`config.mk`:
```
export PLATFORM = sky130hd
export DESIGN_NAME = rx_ring_mgr
export DESIGN_NICKNAME = d
export VERILOG_FILES = /design/src/rtl/rx_ring_pkg.sv /design/src/rtl/rx_ring_ctrl.sv /design/src/rtl/rx_ring_dp.sv /design/src/rtl/rx_ring_mgr.sv
export SDC_FILE = /design/constraint.sdc
export NUM_CORES = 1
export LEC_CHECK = 0
export ABC_AREA = 1
export BUFFER_PORTS_ARGS = -buffer_cell sky130_fd_sc_hd__buf_2
export CORE_MARGIN = 2
export CORE_UTILIZATION = 35
export CTS_BUF_LIST = sky130_fd_sc_hd__clkbuf_16
export DETAILED_ROUTE_END_ITERATION = 8
export GPL_TIMING_DRIVEN = 1
export PLACE_DENSITY_LB_ADDON = 0.05
export SLEW_MARGIN = 20
export SYNTH_ARGS = -nofsm -noshare
export SYNTH_HDL_FRONTEND = slang
export SYNTH_SLANG_ARGS = --single-unit
```
`constraint.sdc`:
```
create_clock -name clk -period 3.42 [get_ports clk]
set_clock_uncertainty 0.15 [all_clocks]
set_input_delay 0 -clock clk [delete_from_list [all_inputs] [get_ports clk]]
set_output_delay 0 -clock clk [all_outputs]
set_load 0.05 [all_outputs]
```
`src/rtl/rx_ring_pkg.sv`:
```
package rx_ring_pkg;
  localparam int REG_AW = 3;
  localparam logic [REG_AW-1:0] ADDR_FIRST  = 3'd0;
  localparam logic [REG_AW-1:0] ADDR_LIMIT  = 3'd1;
  localparam logic [REG_AW-1:0] ADDR_WRPAGE = 3'd2;
  localparam logic [REG_AW-1:0] ADDR_FENCE  = 3'd3;
  localparam logic [REG_AW-1:0] ADDR_MODE   = 3'd4;
  localparam logic [REG_AW-1:0] ADDR_STAT   = 3'd5;

  typedef enum logic [1:0] {
    ST_IDLE = 2'd0,
    ST_RECV = 2'd1,
    ST_HDR  = 2'd2
  } ringState_t;

  // strobes from the control unit to the datapath
  typedef struct packed {
    logic       beginFrame;
    logic       takeByte;
    logic       doWrite;
    logic       markOverrun;
    logic       markMissed;
    logic       endByte;
    logic       hdrWrite;
    logic [1:0] hdrIdx;
    logic       commit;
  } ringStrobe_t;
endpackage

```
`src/rtl/rx_ring_ctrl.sv`:
```
module rx_ring_ctrl
  import rx_ring_pkg::*;
(
  input  logic        clk,
  input  logic        rst_n,
  input  logic        frmValid,
  input  logic        frmEnd,
  input  logic        frmGood,
  input  logic        modeMonitor,
  input  logic        modeKeepBad,
  input  logic        ovwSet,
  input  logic        curIsFence,
  input  logic        ptrIsFence,
  output ringStrobe_t stb
);
  ringState_t state, stateNext;
  logic       frameBlocked;
  logic [1:0] hdrCnt;

  logic byteIn, targetIsFence, alreadyBlocked, blockedNow, endNow, toHdr;

  always_comb begin
    byteIn         = frmValid && (state != ST_HDR);
    targetIsFence  = (state == ST_IDLE) ? curIsFence : ptrIsFence;
    alreadyBlocked = (state == ST_RECV) && frameBlocked;
    blockedNow     = modeMonitor || ovwSet || alreadyBlocked || targetIsFence;
    endNow         = byteIn && frmEnd;
    toHdr          = endNow && !blockedNow && (frmGood || modeKeepBad);

    stb             = '0;
    stb.beginFrame  = byteIn && (state == ST_IDLE);
    stb.takeByte    = byteIn;
    stb.doWrite     = byteIn && !blockedNow;
    stb.markOverrun = byteIn && !modeMonitor && !ovwSet && !alreadyBlocked && targetIsFence;
    stb.markMissed  = endNow && blockedNow;
    stb.endByte     = endNow;
    stb.hdrWrite    = (state == ST_HDR);
    stb.hdrIdx      = hdrCnt;
    stb.commit      = (state == ST_HDR) && (hdrCnt == 2'd3);
  end

  always_comb begin
    stateNext = state;
    unique case (state)
      ST_IDLE: if (byteIn) stateNext = endNow ? (toHdr ? ST_HDR : ST_IDLE) : ST_RECV;
      ST_RECV: if (endNow) stateNext = toHdr ? ST_HDR : ST_IDLE;
      ST_HDR:  if (hdrCnt == 2'd3) stateNext = ST_IDLE;
      default: stateNext = ST_IDLE;
    endcase
  end

  always_ff @(posedge clk) begin
    if (!rst_n) begin
      state        <= ST_IDLE;
      frameBlocked <= 1'b0;
      hdrCnt       <= '0;
    end else begin
      state <= stateNext;
      if (byteIn) frameBlocked <= blockedNow;
      hdrCnt <= (state == ST_HDR) ? hdrCnt + 2'd1 : 2'd0;
    end
  end


  hdr_after_end_chk: assert property (@(posedge clk) disable iff (!rst_n)
    (state == ST_HDR && $past(state) != ST_HDR) |-> $past(frmValid && frmEnd));
endmodule

```
`src/rtl/rx_ring_dp.sv`:
```
module rx_ring_dp
  import rx_ring_pkg::*;
#(
  parameter int PAGE_W    = 8,
  parameter int OFF_W     = 8,
  parameter int HDR_LEN   = 4,
  parameter logic [PAGE_W-1:0] RST_FIRST  = 8'h40,
  parameter logic [PAGE_W-1:0] RST_LIMIT  = 8'h80,
  parameter logic [PAGE_W-1:0] RST_WRPAGE = 8'h41,
  parameter logic [PAGE_W-1:0] RST_FENCE  = 8'h40
) (
  input  logic                    clk,
  input  logic                    rst_n,
  input  ringStrobe_t             stb,
  input  logic                    regWrEn,
  input  logic [REG_AW-1:0]       regAddr,
  input  logic [7:0]              regWrData,
  output logic [7:0]              regRdData,
  input  logic                    frmValid,
  input  logic [7:0]              frmData,
  input  logic [7:0]              frmStatus,
  output logic                    memWe,
  output logic [PAGE_W+OFF_W-1:0] memAddr,
  output logic [7:0]              memData,
  output logic                    frmStored,
  output logic                    frmMissed,
  output logic                    ovwFlag,
  output logic                    modeMonitor,
  output logic                    modeKeepBad,
  output logic                    curIsFence,
  output logic                    ptrIsFence
);
  localparam int CNT_W = 16;

  logic [PAGE_W-1:0] firstPage, limitPage, curPage, fencePage, startPage;
  logic [PAGE_W-1:0] ptrPage, nextPkt;
  logic [OFF_W-1:0]  ptrOff;
  logic [CNT_W-1:0]  byteCnt, hdrCount;
  logic [7:0]        hdrStatus, hdrByte;
  logic [PAGE_W-1:0] srcPage, advPage;
  logic [OFF_W-1:0]  srcOff, advOff;

  function automatic logic [PAGE_W-1:0] ringStep(input logic [PAGE_W-1:0] p,
                                                 input logic [PAGE_W-1:0] f,
                                                 input logic [PAGE_W-1:0] l);
    logic [PAGE_W-1:0] q;
    q = p + 1'b1;
    return (q == l) ? f : q;
  endfunction

  assign curIsFence = (curPage == fencePage);
  assign ptrIsFence = (ptrPage == fencePage);

  always_comb begin
    srcPage = stb.beginFrame ? curPage : ptrPage;
    srcOff  = stb.beginFrame ? OFF_W'(HDR_LEN) : ptrOff;
    advOff  = srcOff + 1'b1;
    advPage = (advOff == '0) ? ringStep(srcPage, firstPage, limitPage) : srcPage;
    nextPkt = (ptrOff == '0) ? ptrPage : ringStep(ptrPage, firstPage, limitPage);
    hdrCount = byteCnt + CNT_W'(HDR_LEN);
    unique case (stb.hdrIdx)
      2'd0:    hdrByte = hdrStatus;
      2'd1:    hdrByte = 8'(nextPkt);
      2'd2:    hdrByte = hdrCount[7:0];
      default: hdrByte = hdrCount[15:8];
    endcase
  end

  always_comb begin
    unique case (regAddr)
      ADDR_FIRST:  regRdData = 8'(firstPage);
      ADDR_LIMIT:  regRdData = 8'(limitPage);
      ADDR_WRPAGE: regRdData = 8'(curPage);
      ADDR_FENCE:  regRdData = 8'(fencePage);
      ADDR_MODE:   regRdData = {6'd0, modeMonitor, modeKeepBad};
      ADDR_STAT:   regRdData = {7'd0, ovwFlag};
      default:     regRdData = 8'd0;
    endcase
  end

  always_ff @(posedge clk) begin
    if (!rst_n) begin
      firstPage   <= RST_FIRST;
      limitPage   <= RST_LIMIT;
      curPage     <= RST_WRPAGE;
      fencePage   <= RST_FENCE;
      modeMonitor <= 1'b0;
      modeKeepBad <= 1'b0;
      ovwFlag     <= 1'b0;
    end else begin
      if (stb.commit) curPage <= nextPkt;
      if (stb.markOverrun)
        ovwFlag <= 1'b1;
      else if (regWrEn && regAddr == ADDR_FENCE && PAGE_W'(regWrData) != fencePage)
        ovwFlag <= 1'b0;
      if (regWrEn) begin
        unique case (regAddr)
          ADDR_FIRST:  firstPage <= PAGE_W'(regWrData);
          ADDR_LIMIT:  limitPage <= PAGE_W'(regWrData);
          ADDR_WRPAGE: curPage   <= PAGE_W'(regWrData);
          ADDR_FENCE:  fencePage <= PAGE_W'(regWrData);
          ADDR_MODE:   {modeMonitor, modeKeepBad} <= regWrData[1:0];
          default: ;
        endcase
      end
    end
  end

  always_ff @(posedge clk) begin
    if (!rst_n) begin
      startPage <= '0;
      ptrPage   <= '0;
      ptrOff    <= '0;
      byteCnt   <= '0;
      hdrStatus <= '0;
      memWe     <= 1'b0;
      memAddr   <= '0;
      memData   <= '0;
      frmStored <= 1'b0;
      frmMissed <= 1'b0;
    end else begin
      if (stb.beginFrame) startPage <= curPage;
      if (stb.takeByte) begin
        ptrPage <= advPage;
        ptrOff  <= advOff;
        byteCnt <= stb.beginFrame ? CNT_W'(1) : byteCnt + 1'b1;
      end
      if (stb.endByte) hdrStatus <= frmStatus;
      memWe <= stb.doWrite || stb.hdrWrite;
      if (stb.hdrWrite) begin
        memAddr <= {startPage, OFF_W'(stb.hdrIdx)};
        memData <= hdrByte;
      end else begin
        memAddr <= {srcPage, srcOff};
        memData <= frmData;
      end
      frmStored <= stb.commit;
      frmMissed <= stb.markMissed;
    end
  end


  fence_guard_chk: assert property (@(posedge clk) disable iff (!rst_n)
    memWe |-> memAddr[PAGE_W+OFF_W-1:OFF_W] != fencePage);

  ovw_clear_chk: assert property (@(posedge clk) disable iff (!rst_n)
    $fell(ovwFlag) |-> ($past(regWrEn) && $past(regAddr) == ADDR_FENCE
                        && $past(regWrData) != 8'($past(fencePage))));

  stored_hdr_chk: assert property (@(posedge clk) disable iff (!rst_n)
    frmStored |-> (memWe && memAddr[OFF_W-1:0] == OFF_W'(3)));

  cur_range_chk: assert property (@(posedge clk) disable iff (!rst_n)
    frmStored |-> (curPage >= firstPage && curPage < limitPage));

  monitor_quiet_chk: assert property (@(posedge clk) disable iff (!rst_n)
    (frmValid && modeMonitor && !stb.hdrWrite) |=> !memWe);
endmodule

```
`src/rtl/rx_ring_mgr.sv`:
```
module rx_ring_mgr
  import rx_ring_pkg::*;
#(
  parameter int PAGE_W  = 8,
  parameter int OFF_W   = 8,
  parameter int HDR_LEN = 4
) (
  input  logic                    clk,
  input  logic                    rst_n,
  input  logic                    regWrEn,
  input  logic [2:0]              regAddr,
  input  logic [7:0]              regWrData,
  output logic [7:0]              regRdData,
  input  logic                    frmValid,
  input  logic [7:0]              frmData,
  input  logic                    frmEnd,
  input  logic [7:0]              frmStatus,
  output logic                    memWe,
  output logic [PAGE_W+OFF_W-1:0] memAddr,
  output logic [7:0]              memData,
  output logic                    frmStored,
  output logic                    frmMissed,
  output logic                    ovwFlag
);
  ringStrobe_t stb;
  logic modeMonitor, modeKeepBad, curIsFence, ptrIsFence;

  rx_ring_ctrl u_ctrl (
    .clk(clk), .rst_n(rst_n),
    .frmValid(frmValid), .frmEnd(frmEnd), .frmGood(frmStatus[0]),
    .modeMonitor(modeMonitor), .modeKeepBad(modeKeepBad), .ovwSet(ovwFlag),
    .curIsFence(curIsFence), .ptrIsFence(ptrIsFence), .stb(stb)
  );

  rx_ring_dp #(.PAGE_W(PAGE_W), .OFF_W(OFF_W), .HDR_LEN(HDR_LEN)) u_dp (
    .clk(clk), .rst_n(rst_n), .stb(stb),
    .regWrEn(regWrEn), .regAddr(regAddr), .regWrData(regWrData), .regRdData(regRdData),
    .frmValid(frmValid), .frmData(frmData), .frmStatus(frmStatus),
    .memWe(memWe), .memAddr(memAddr), .memData(memData),
    .frmStored(frmStored), .frmMissed(frmMissed), .ovwFlag(ovwFlag),
    .modeMonitor(modeMonitor), .modeKeepBad(modeKeepBad),
    .curIsFence(curIsFence), .ptrIsFence(ptrIsFence)
  );


  outcome_excl_chk: assert property (@(posedge clk) disable iff (!rst_n)
    !(frmStored && frmMissed));
endmodule

```
==> results of run 1 <==
## kinds of logic (layout without fill, tap and decap cells)
group / Yosys count / in the layout
compound gates: 224 / 224
flops: 115 / 115
fa+ha+maj: 9 / 9
buf+inv: 153 / 279
simple gates: 412 / 412
xor+xnor: 22 / 22
## worst max-delay path: stages (launching register included)
cell and delay (ps):
sky130_fd_sc_hd__dfxtp_1 490, sky130_fd_sc_hd__nor2_4 140, sky130_fd_sc_hd__nand2_4 200, sky130_fd_sc_hd__inv_2 150, sky130_fd_sc_hd__nor2_2 190, sky130_fd_sc_hd__ha_1 220, sky130_fd_sc_hd__nand4_1 150, sky130_fd_sc_hd__nor3_1 200
sky130_fd_sc_hd__xor2_1 180, sky130_fd_sc_hd__inv_1 70, sky130_fd_sc_hd__nor3_1 180, sky130_fd_sc_hd__nand2_2 190, sky130_fd_sc_hd__inv_2 180, sky130_fd_sc_hd__nand3_1 100, sky130_fd_sc_hd__nand2_1 60, sky130_fd_sc_hd__a21oi_1 50
## cells in the final DEF, fill, tap and decap left out, types with 2 or more instances in the layout
cell type / instances
sky130_fd_sc_hd__nand2_1: 186
sky130_fd_sc_hd__inv_1: 118
sky130_fd_sc_hd__dfxtp_1: 115
sky130_fd_sc_hd__o21ai_0: 94
sky130_fd_sc_hd__nand3_1: 88
sky130_fd_sc_hd__nor2_1: 82
sky130_fd_sc_hd__buf_2: 67
sky130_fd_sc_hd__a21oi_1: 65
sky130_fd_sc_hd__dlygate4sd3_1: 46
sky130_fd_sc_hd__clkbuf_16: 17
sky130_fd_sc_hd__o22ai_1: 14
sky130_fd_sc_hd__xor2_1: 13
sky130_fd_sc_hd__nor3_1: 12
sky130_fd_sc_hd__buf_4: 10
sky130_fd_sc_hd__xnor2_1: 9
sky130_fd_sc_hd__or2_2: 9
sky130_fd_sc_hd__a31oi_1: 9
sky130_fd_sc_hd__ha_1: 9
sky130_fd_sc_hd__o221ai_1: 8
sky130_fd_sc_hd__a22oi_1: 7
sky130_fd_sc_hd__inv_2: 7
sky130_fd_sc_hd__a221oi_1: 7
sky130_fd_sc_hd__nor2_4: 6
sky130_fd_sc_hd__nor2_2: 6
sky130_fd_sc_hd__nand2_2: 6
sky130_fd_sc_hd__o211ai_1: 5
sky130_fd_sc_hd__nand4_1: 4
sky130_fd_sc_hd__nor4_1: 4
sky130_fd_sc_hd__clkinv_1: 4
sky130_fd_sc_hd__bufinv_16: 4
sky130_fd_sc_hd__o21ai_1: 3
sky130_fd_sc_hd__nand3b_1: 3
sky130_fd_sc_hd__o31ai_1: 3
sky130_fd_sc_hd__inv_6: 3
sky130_fd_sc_hd__nand2_4: 2
sky130_fd_sc_hd__o21ai_2: 2
sky130_fd_sc_hd__o21bai_1: 2
sky130_fd_sc_hd__nor3_2: 2
sky130_fd_sc_hd__clkinvlp_4: 2
## how the worst min path moves through the flow
stage / from / endpoint / slack, ps / cells past startpoint
after floorplan: frmData[7] / u_dp.memData[7] / -40 / 2
after global placement: frmData[4] / u_dp.memData[4] / 50 / 3
after detailed placement: frmData[2] / u_dp.memData[2] / 50 / 3
after CTS: frmData[1] / u_dp.memData[1] / 150 / 4
after global routing: frmData[4] / u_dp.memData[4] / 180 / 4
final: frmData[2] / u_dp.memData[2] / 160 / 4
## metrics by stage
| step | power (W) | hold WS, ps |
|---|---|---|
| global placement | 0.002138 | 48.97 |
| CTS | 0.004063 | 147.1 |
| global route | 0.004208 | 176.5 |
| floorplan | 0.001929 | -39.85 |
| detailed placement | 0.002130 | 47.28 |
| finish | 0.004042 | 160.2 |
## power by group through the flow
stage                     registers (W)  logic (W)  clock network, W
after global placement          0.00150   0.000640                 0
after CTS                       0.00147   0.000677           0.00192
after global routing            0.00148   0.000747           0.00198
final                           0.00147   0.000682           0.00189
after detailed placement        0.00150   0.000633                 0
after floorplan                 0.00155   0.000375                 0
## layer usage
layer,global-route usage [%],up-vias
li1,-,3364
met1,34.56,3076
met2,34.65,190
met3,3.360,31
met4,7.304,0
met5,0,-
## state kept, by name, summed over array words and instances (netlist names)
register             cells
u_ctrl.frameBlocked      1
u_ctrl.hdrCnt            2
u_ctrl.state             2
u_dp.byteCnt            16
u_dp.curPage             8
u_dp.fencePage           8
u_dp.firstPage           8
u_dp.frmMissed           1
u_dp.frmStored           1
u_dp.hdrStatus           8
u_dp.limitPage           8
u_dp.memAddr            16
u_dp.memData             8
u_dp.memWe               1
u_dp.modeKeepBad         1
u_dp.modeMonitor         1
u_dp.ovwFlag             1
u_dp.ptrOff              8
u_dp.ptrPage             8
u_dp.startPage           8
## timing repair
action | CTS | global route
hold buffers | 46 | 0
gates resized for setup | 0 | 0
endpoints found under the hold margin | 62 | 0
## layout make-up
type	count	share of cell area (%)
sequential	115	28.94
tap	229	3.601
inverter	124	5.850
multi-input combinational	667	42.95
clock inverter	15	2.375
timing repair buffer	123	10.95
clock buffer	17	5.347
==> results.md, run 1 <==
Detailed routing:
- The detailed router put a total of 11040 µm of wire on met1.
- After detailed routing, the average wire length per cell comes to 17.04 µm.
- The remaining number of nets flagged by the antenna check after routing is 0.
- The number of violations reported at the end of detailed-routing iteration 0 is 695.
- The total wire length after detailed routing is 21980 µm.
- The via density per instance is 5.164.
- Detailed routing placed a total of 1005 µm of wire on met3.
- The uppermost layer routed is met4.
- The wire length on met2 is 9552 µm.
- The number of iterations in the first detailed-routing pass is 5.
- The total via count in the routed design is 6661.
- The total DRC errors in the routed layout is 0.

Logic synthesis:
- The fraction of the mapped netlist area in compound gates is 20.15%.
- Synthesis instantiated 44 different standard cells from the library.
- The count of flip-flops with a built-in enable after synthesis is 0.
- The synthesized design devotes to its leading area cell type 36.43% of total area.
- The number of nets handed over by synthesis was 976.
- Synthesis inferred 115 register bits.
- The simple logic cell fraction of the synthesized area is 29.08%.
- The most frequently used flop master after synthesis is sky130_fd_sc_hd__dfxtp_1.
- The commonest cells after synthesis are sky130_fd_sc_hd__nand2_1 (186), sky130_fd_sc_hd__inv_1 (116), sky130_fd_sc_hd__dfxtp_1 (115), sky130_fd_sc_hd__o21ai_0 (94), sky130_fd_sc_hd__nand3_1 (88).
- The cell type with the largest total area after synthesis is sky130_fd_sc_hd__dfxtp_1.
- For this run, asynchronously set or reset flops after synthesis account for 0%.
- The most used standard cell by instance count after synthesis is sky130_fd_sc_hd__nand2_1.
- Yosys printed 0 warnings.
- The average size of a mapped cell is 6.759 µm².
- The portion of the post-synthesis area used by sequential elements is 36.43%.
- Yosys attributes the largest share of cell area to sky130_fd_sc_hd__dfxtp_1 (36%), sky130_fd_sc_hd__nand2_1 (11%), sky130_fd_sc_hd__o21ai_0 (7.4%).
- The gate count after technology mapping is 935.
- The cell area after synthesis is 6320 µm².
- The synthesized-area fraction occupied by adder cells is 1.782%.
- In the synthesized netlist, mux cells make up 0% of the area.
- After Yosys synthesis, XOR and XNOR cells account for 3.049% of the synthesized area.
- By area, the combinational part of the netlist is dominated by simple AND/OR/NAND/NOR gates.

Layout:
- Relative to the synthesized area, the layout overhead comes to 25.90%.
- For this run, the share of the core covered by cells in the final layout is 44.60%.
- The count of nets after finishing is 1089.
- The area used by sequential logic in the layout is 2302 µm².
- The final antenna diode count is 0.
- The number of fill cells in the layout is 1839.
- The area occupied by multi-input gates is 3417 µm².
- The fraction of final layout cells with drive strength greater than 1 is 13.67%.
- The finished layout holds 1290 standard cells, fillers aside.
- Once layout is done, the placed cells without fillers occupy 7956 µm².

Timing:
- The final total negative setup slack is 0 ps.
- The transition time at the pin with the least slew margin is 725.1 ps.
- The count of final setup violators is 0.
- The relative slew slack is 51.48%.
- The number of pins exceeding their max-slew limit in the final report came to 0.
- The timing-limited maximum frequency is 329.9 MHz.
- After layout, the worst path uses 88.62% of the clock period.
- Setup repair after global routing left no endpoint under its margin.
- For the finished layout, the period the worst path requires is 3031 ps.
- Across all setup checks in the final design, the least slack found is 389.1 ps.
- The number of hold-slack violations in the final timing report was 0.

Place:
- The routability congestion estimate is 0.9064.
- Summing all placed instances gives a cell area of 6882 µm².
- During placement, the flow inserted port buffers numbering 67.
- The cell count after placement is 1212.
- The worst setup slack after placement is 446.3 ps.
- The estimated wirelength of the detail-placed design is 16000 µm.

CTS:
- The number of setup buffers added after CTS is 0.
- The CTS buffer count is 17.
- In this run the deepest clock path goes through 2 buffers.
- Clock tree synthesis found a total of 115 sinks.
- Clock latency on the worst-skew pair, taken at its later pin, is 420 ps.
- The depth of the CTS H-tree is 4.
- The tree is rooted in a sky130_fd_sc_hd__clkbuf_16.
- The clock slew seen by the registers of the worst setup and hold paths is 60 ps.
- The TritonCTS clock tree is built.

Global routing:
- The combined global-route utilization of all metal layers is 23.25%.
- After global routing the overflow that remains totals 0.
- Entering global routing, the biggest net connects 55 pins.
- The initial antenna violation count is 0.
- The first global-routing pass estimated 35160 µm of wire.
- The number of global-route vias before repair is 6264.

Critical path:
- The source of the worst register-to-register timing path is u_ctrl.state[0].
- STA classifies the critical path endpoint as a register.
- The number of cells on the worst reg-to-reg path is 15.
- Data on the critical path is required at its endpoint by 3580 ps.
- In this run the worst setup path begins at u_ctrl.state[0].
- STA classifies the critical path startpoint as a register.
- Along the worst path, the maximum fanout reaches 17.
- The critical path is of the register to register type.
- The most critical setup path has its endpoint at u_dp.ptrPage[0].
- In this run the register-to-register setup slack is 390 ps.
- The data arrival time of the critical path is 3190 ps.
- The endpoint of the most critical register-to-register path is u_dp.ptrPage[0].

Die:
- The initial utilization of the core area, before any placement, comes to 35.42%.
- The floorplan step set the die width to 138.4 µm.
- The initialized floorplan defines 49 standard-cell rows.
- The region available for standard cell placement spans 17840 µm².
- The floorplan die area is 19150 µm².
- In this run the count of I/O pins placed on the die edge is 68.
- Measured along the y axis, the die boundary spans 138.4 µm.

Status:
- The run finished with clean final reports.

Power:
- The clock network is responsible for 46.8% of the overall power.
- IR analysis of the VDD net gives a maximum drop of 0.0003798 V.
- For this design the static power due to leakage is 3.444 nW.
- The cell internal power dissipation is 0.002836 W.
- Dividing total power by cell area gives a power density of 508.0 nW/µm².
- In this run, the combinational gates consume 16.9% of the power.
- In this run switching power makes up 29.83% of total power.
- The sequential power share is 36.4%.
- The analysis attributes to net switching a power of 0.001206 W.

Flow run:
- The max-cap check violation count is 0.

Hold path:
- In this run the worst hold path is classified as input port to register.
Note: power is estimated with default switching activity, not from simulation.
==> run 2: changes to the inputs <==
--- a/config.mk
+++ b/config.mk
@@ -11,7 +11,7 @@
 export CORE_UTILIZATION = 35
 export CTS_BUF_LIST = sky130_fd_sc_hd__clkbuf_16
 export DETAILED_ROUTE_END_ITERATION = 8
-export GPL_TIMING_DRIVEN = 1
+export GPL_TIMING_DRIVEN = 0
 export PLACE_DENSITY_LB_ADDON = 0.05
 export SLEW_MARGIN = 20
 export SYNTH_ARGS = -nofsm -noshare
==> constraint.sdc (replaced) <==
create_clock -name clk -period 3.35 [get_ports clk]
set_clock_uncertainty 0.15 [all_clocks]
set_input_delay 0 -clock clk [delete_from_list [all_inputs] [get_ports clk]]
set_output_delay 0 -clock clk [all_outputs]
set_load 0.05 [all_outputs]
==> results.md, run 2 (synthesis gave the netlist of run 1 again) <==
Global routing:
- The maximum number of pins on one net before global-route repair is 17 (-69%).
- The wire length of the first global-routing pass is 35260 µm (+0.30%).
- The number of global-route vias before repair is 6280 (+0.26%).
- The initial antenna violation count was 0 (unchanged).
- The sum of overflow across all layers after global routing is 0 (unchanged).
- The combined global-route utilization of all metal layers came to 23.63% (+0.38 points).

Critical path:
- The internal reg-to-reg setup slack was 330 ps (-60 ps).
- The required time reported for the critical path endpoint is 3480 ps (-100 ps).
- STA classifies the critical path endpoint as a register.
- For this design, the slowest cell found on the critical path is sky130_fd_sc_hd__dfxtp_2.
- The data arrival time of the critical path came to 3150 ps (-40 ps).
- The buffering stage count on the worst path with inverters included is 4 (+1).
- The critical path is of the register to register type.
- The largest driver fanout on the critical path is 10 (-7).
- The highest cell delay on the worst timing path came to 410 ps (-80 ps).
- The critical path goes through nor2_4, nand2_4, inv_2, buf_6, nor2_1, ha_1, nand4_1, nor3_1, xor2_1, inv_1, nor3_1, nand2_2, inv_2, nand3_1, nand2_1, a21oi_1.
- The startpoint type of the worst setup path is a register.
- Among cell families on the critical path, the largest total delay comes from simple AND/OR/NAND/NOR gates.

CTS:
- The deepest clock path buffer count is 2 (unchanged).
- The depth of the CTS H-tree is 4 (unchanged).
- The clock slew seen by the registers of the worst setup and hold paths is 60 ps (about the same).
- The TritonCTS clock tree is built.
- Clock tree synthesis selected as its root buffer the cell sky130_fd_sc_hd__clkbuf_16.
- The CTS buffer count is 17 (unchanged).
- The worst-skew pair later-pin latency is 420 ps (about the same).
- The clock sink count is 115 (unchanged).

Detailed routing:
- The total wire length after detailed routing is 22560 µm (+2.6%).
- The total DRC errors in the routed layout is 0 (unchanged).
- The remaining number of nets flagged by the antenna check after routing was 0 (unchanged).
- The number of violations reported at the end of detailed-routing iteration 0 is 518 (-25%).
- The per-cell routed wire length was 17.17 µm (+0.76%).
- The total via count in the routed design is 6710 (+0.74%).
- The number of iterations in the first detailed-routing pass is 5 (unchanged).
- The via density per instance is 5.107 (-1.1%).

Place:
- The count of port buffers added during placement is 66 (-1.5%).
- The routability congestion estimate came to 0.9126 (+0.68%).
- The estimated wirelength of the detail-placed design came to 17000 µm (+6.2%).

Power:
- The cell internal power dissipation came to 0.002913 W (+2.7%).
- The power per standard cell area came to 519.0 nW/µm² (+2.2%).
- The sequential power share is 35.7% (-0.7 points).
- The fraction of power consumed by combinational cells is 17.1% (+0.2 points).
- The switching share of power is 30.48% (+0.65 points).
- The part of the power in the clock network came to 47.2% (+0.4 points).
- The static leakage power came to 3.486 nW (+1.2%).
- The power dissipated by switching net loads came to 0.001277 W (+5.9%).
- The worst IR drop on VDD is 0.0003805 V (+0.21%).

Layout:
- The library cells used most frequently in the layout, excluding fill and tap cells, are sky130_fd_sc_hd__nand2_1 (186), sky130_fd_sc_hd__inv_1 (116), sky130_fd_sc_hd__dfxtp_1 (114).
- The area occupied by multi-input gates came to 3417 µm² (unchanged).
- The area added between synthesis and finish is 27.76%.
- The count of nets after finishing is 1113 (+2.2%).
- The number of fill cells in the layout is 1900 (+3.3%).
- In the final layout, the registers with the most flip-flops are u_dp.byteCnt x16, u_dp.memAddr x16.
- The fraction of final layout cells with drive strength greater than 1 is 13.73% (+0.066 points).
- Leaving out fill and tap cells, the most frequent cell in the layout is sky130_fd_sc_hd__nand2_1.
- The final antenna diode count is 0 (unchanged).
- The area used by sequential logic in the layout is 2303 µm² (about the same).

Die:
- The number of standard-cell rows in the floorplan is 49 (unchanged).
- The core footprint is 17840 µm² (unchanged).
- The starting density of the core is 35.42% (unchanged).
- The floorplan die height was 138.4 µm (unchanged).
- The floorplan die area was 19150 µm² (unchanged).
- The die boundary width is 138.4 µm (unchanged).
- The count of boundary I/O pins is 68 (unchanged).

Timing:
- The number of pins exceeding their max-slew limit in the final report is 0 (unchanged).
- Setup repair after global routing left no endpoint under its margin.
- The count of final setup violators is 0 (unchanged).
- The relative slew slack came to 50.84% (-0.64 points).
- The tightest hold margin is 161.9 ps (+1.679 ps).
- The final total negative setup slack is 0 ps (unchanged).
- The final clock period utilization by the worst path is 90.10% (+1.5 points).
- The number of hold-slack violations in the final timing report is 0 (unchanged).
- The final critical path time including I/O delays and setup is 3018 ps (-12.57 ps).
- The transition time at the pin with the least slew margin was 734.7 ps (+9.630 ps).
- The timing-limited maximum frequency is 331.3 MHz (+0.42%).

Flow run:
- The max-cap check violation count is 0 (unchanged).

Status:
- The flow ran to the end, and the final reports show no timing, DRC or antenna violations.

Hold path:
- The path category of the worst min-delay check is input port to register.
run 2: cell types whose count changed in the layout (fill, tap and decap cells not counted):
cell / before / now
sky130_fd_sc_hd__dfxtp_1: 115 / 114
sky130_fd_sc_hd__dfxtp_2: 0 / 1
sky130_fd_sc_hd__buf_1: 0 / 1
sky130_fd_sc_hd__clkinv_2: 0 / 1
sky130_fd_sc_hd__inv_6: 3 / 5
sky130_fd_sc_hd__dlygate4sd3_1: 46 / 48
sky130_fd_sc_hd__buf_6: 0 / 2
sky130_fd_sc_hd__clkbuf_1: 0 / 21
sky130_fd_sc_hd__clkinv_1: 4 / 3
sky130_fd_sc_hd__buf_2: 67 / 69
sky130_fd_sc_hd__inv_1: 118 / 116
sky130_fd_sc_hd__buf_4: 10 / 6
run 2: what timing repair did:
| item | in CTS | in global routing |
|---|---|---|
| hold buffers | 48 | 0 |
| buffers inserted | 0 | 4 |
| hold endpoints to repair | 59 | 0 |
| resized for setup | 0 | 1 |
| setup endpoints to repair | 0 | 10 |
run 2: power groups by stage:
| stage | sequential [W] | clock, W | combinational, W |
|---|---|---|---|
| floorplan | 0.00159 | 0 | 0.000383 |
| global placement | 0.00153 | 0 | 0.000668 |
| detailed placement | 0.00152 | 0 | 0.000665 |
| CTS | 0.00149 | 0.00201 | 0.000711 |
| global route | 0.00150 | 0.00207 | 0.000781 |
| finish | 0.00150 | 0.00198 | 0.000715 |
run 2: stage by stage:
stage          area (µm²)  utilization [%]  total power (W)  std cells  setup slack [ps]
4_1_cts              8043            45.08         0.004212       1310             208.2
3_5_place_dp         6937            38.88         0.002190       1230             225.0
6_report             8074            45.26         0.004190       1314             331.7
5_1_grt              8074            45.26         0.004359       1314             19.73
3_3_place_gp         6937            38.88         0.002193       1230             224.1
2_1_floorplan        6320                -         0.001970        935             855.9
run 2: tightest hold or removal path, stage by stage:
cell	delay, ps
sky130_fd_sc_hd__dlygate4sd3_1	520
sky130_fd_sc_hd__buf_2	90
sky130_fd_sc_hd__nand2_1	40
sky130_fd_sc_hd__nand2_1	50
run 2: per-layer routing:
| layer | vias to the layer above | global-route usage, % | share of wire (%) |
|---|---|---|---|
| met5 | - | 0 | 0 |
| li1 | 3390 | - | - |
| met4 | 0 | 8.110 | 2.0 |
| met2 | 231 | 35.62 | 43 |
| met3 | 31 | 3.429 | 5.0 |
| met1 | 3058 | 34.50 | 50 |
run 2: worst paths after layout:
kind | depth (start not counted) | end | start
worst max-delay path | 16 | u_dp.ptrPage[0] | u_ctrl.state[0]
worst min-delay path | 4 | u_dp.memData[5] | frmData[5]
worst max register to register | 16 | u_dp.ptrPage[0] | u_ctrl.state[0]
worst min register to register | 1 | u_ctrl.hdrCnt[0] | u_ctrl.hdrCnt[0]
run 2: final cells by class:
class | instances | share of cell area (%)
clock buffers | 17 | 5.269
inverters | 124 | 5.765
repair buffers | 118 | 10.41
well taps | 229 | 3.549
clock inverters | 15 | 2.479
multi-input cells | 667 | 42.32
flip-flops and latches | 115 | 28.53
plain buffers | 29 | 1.674
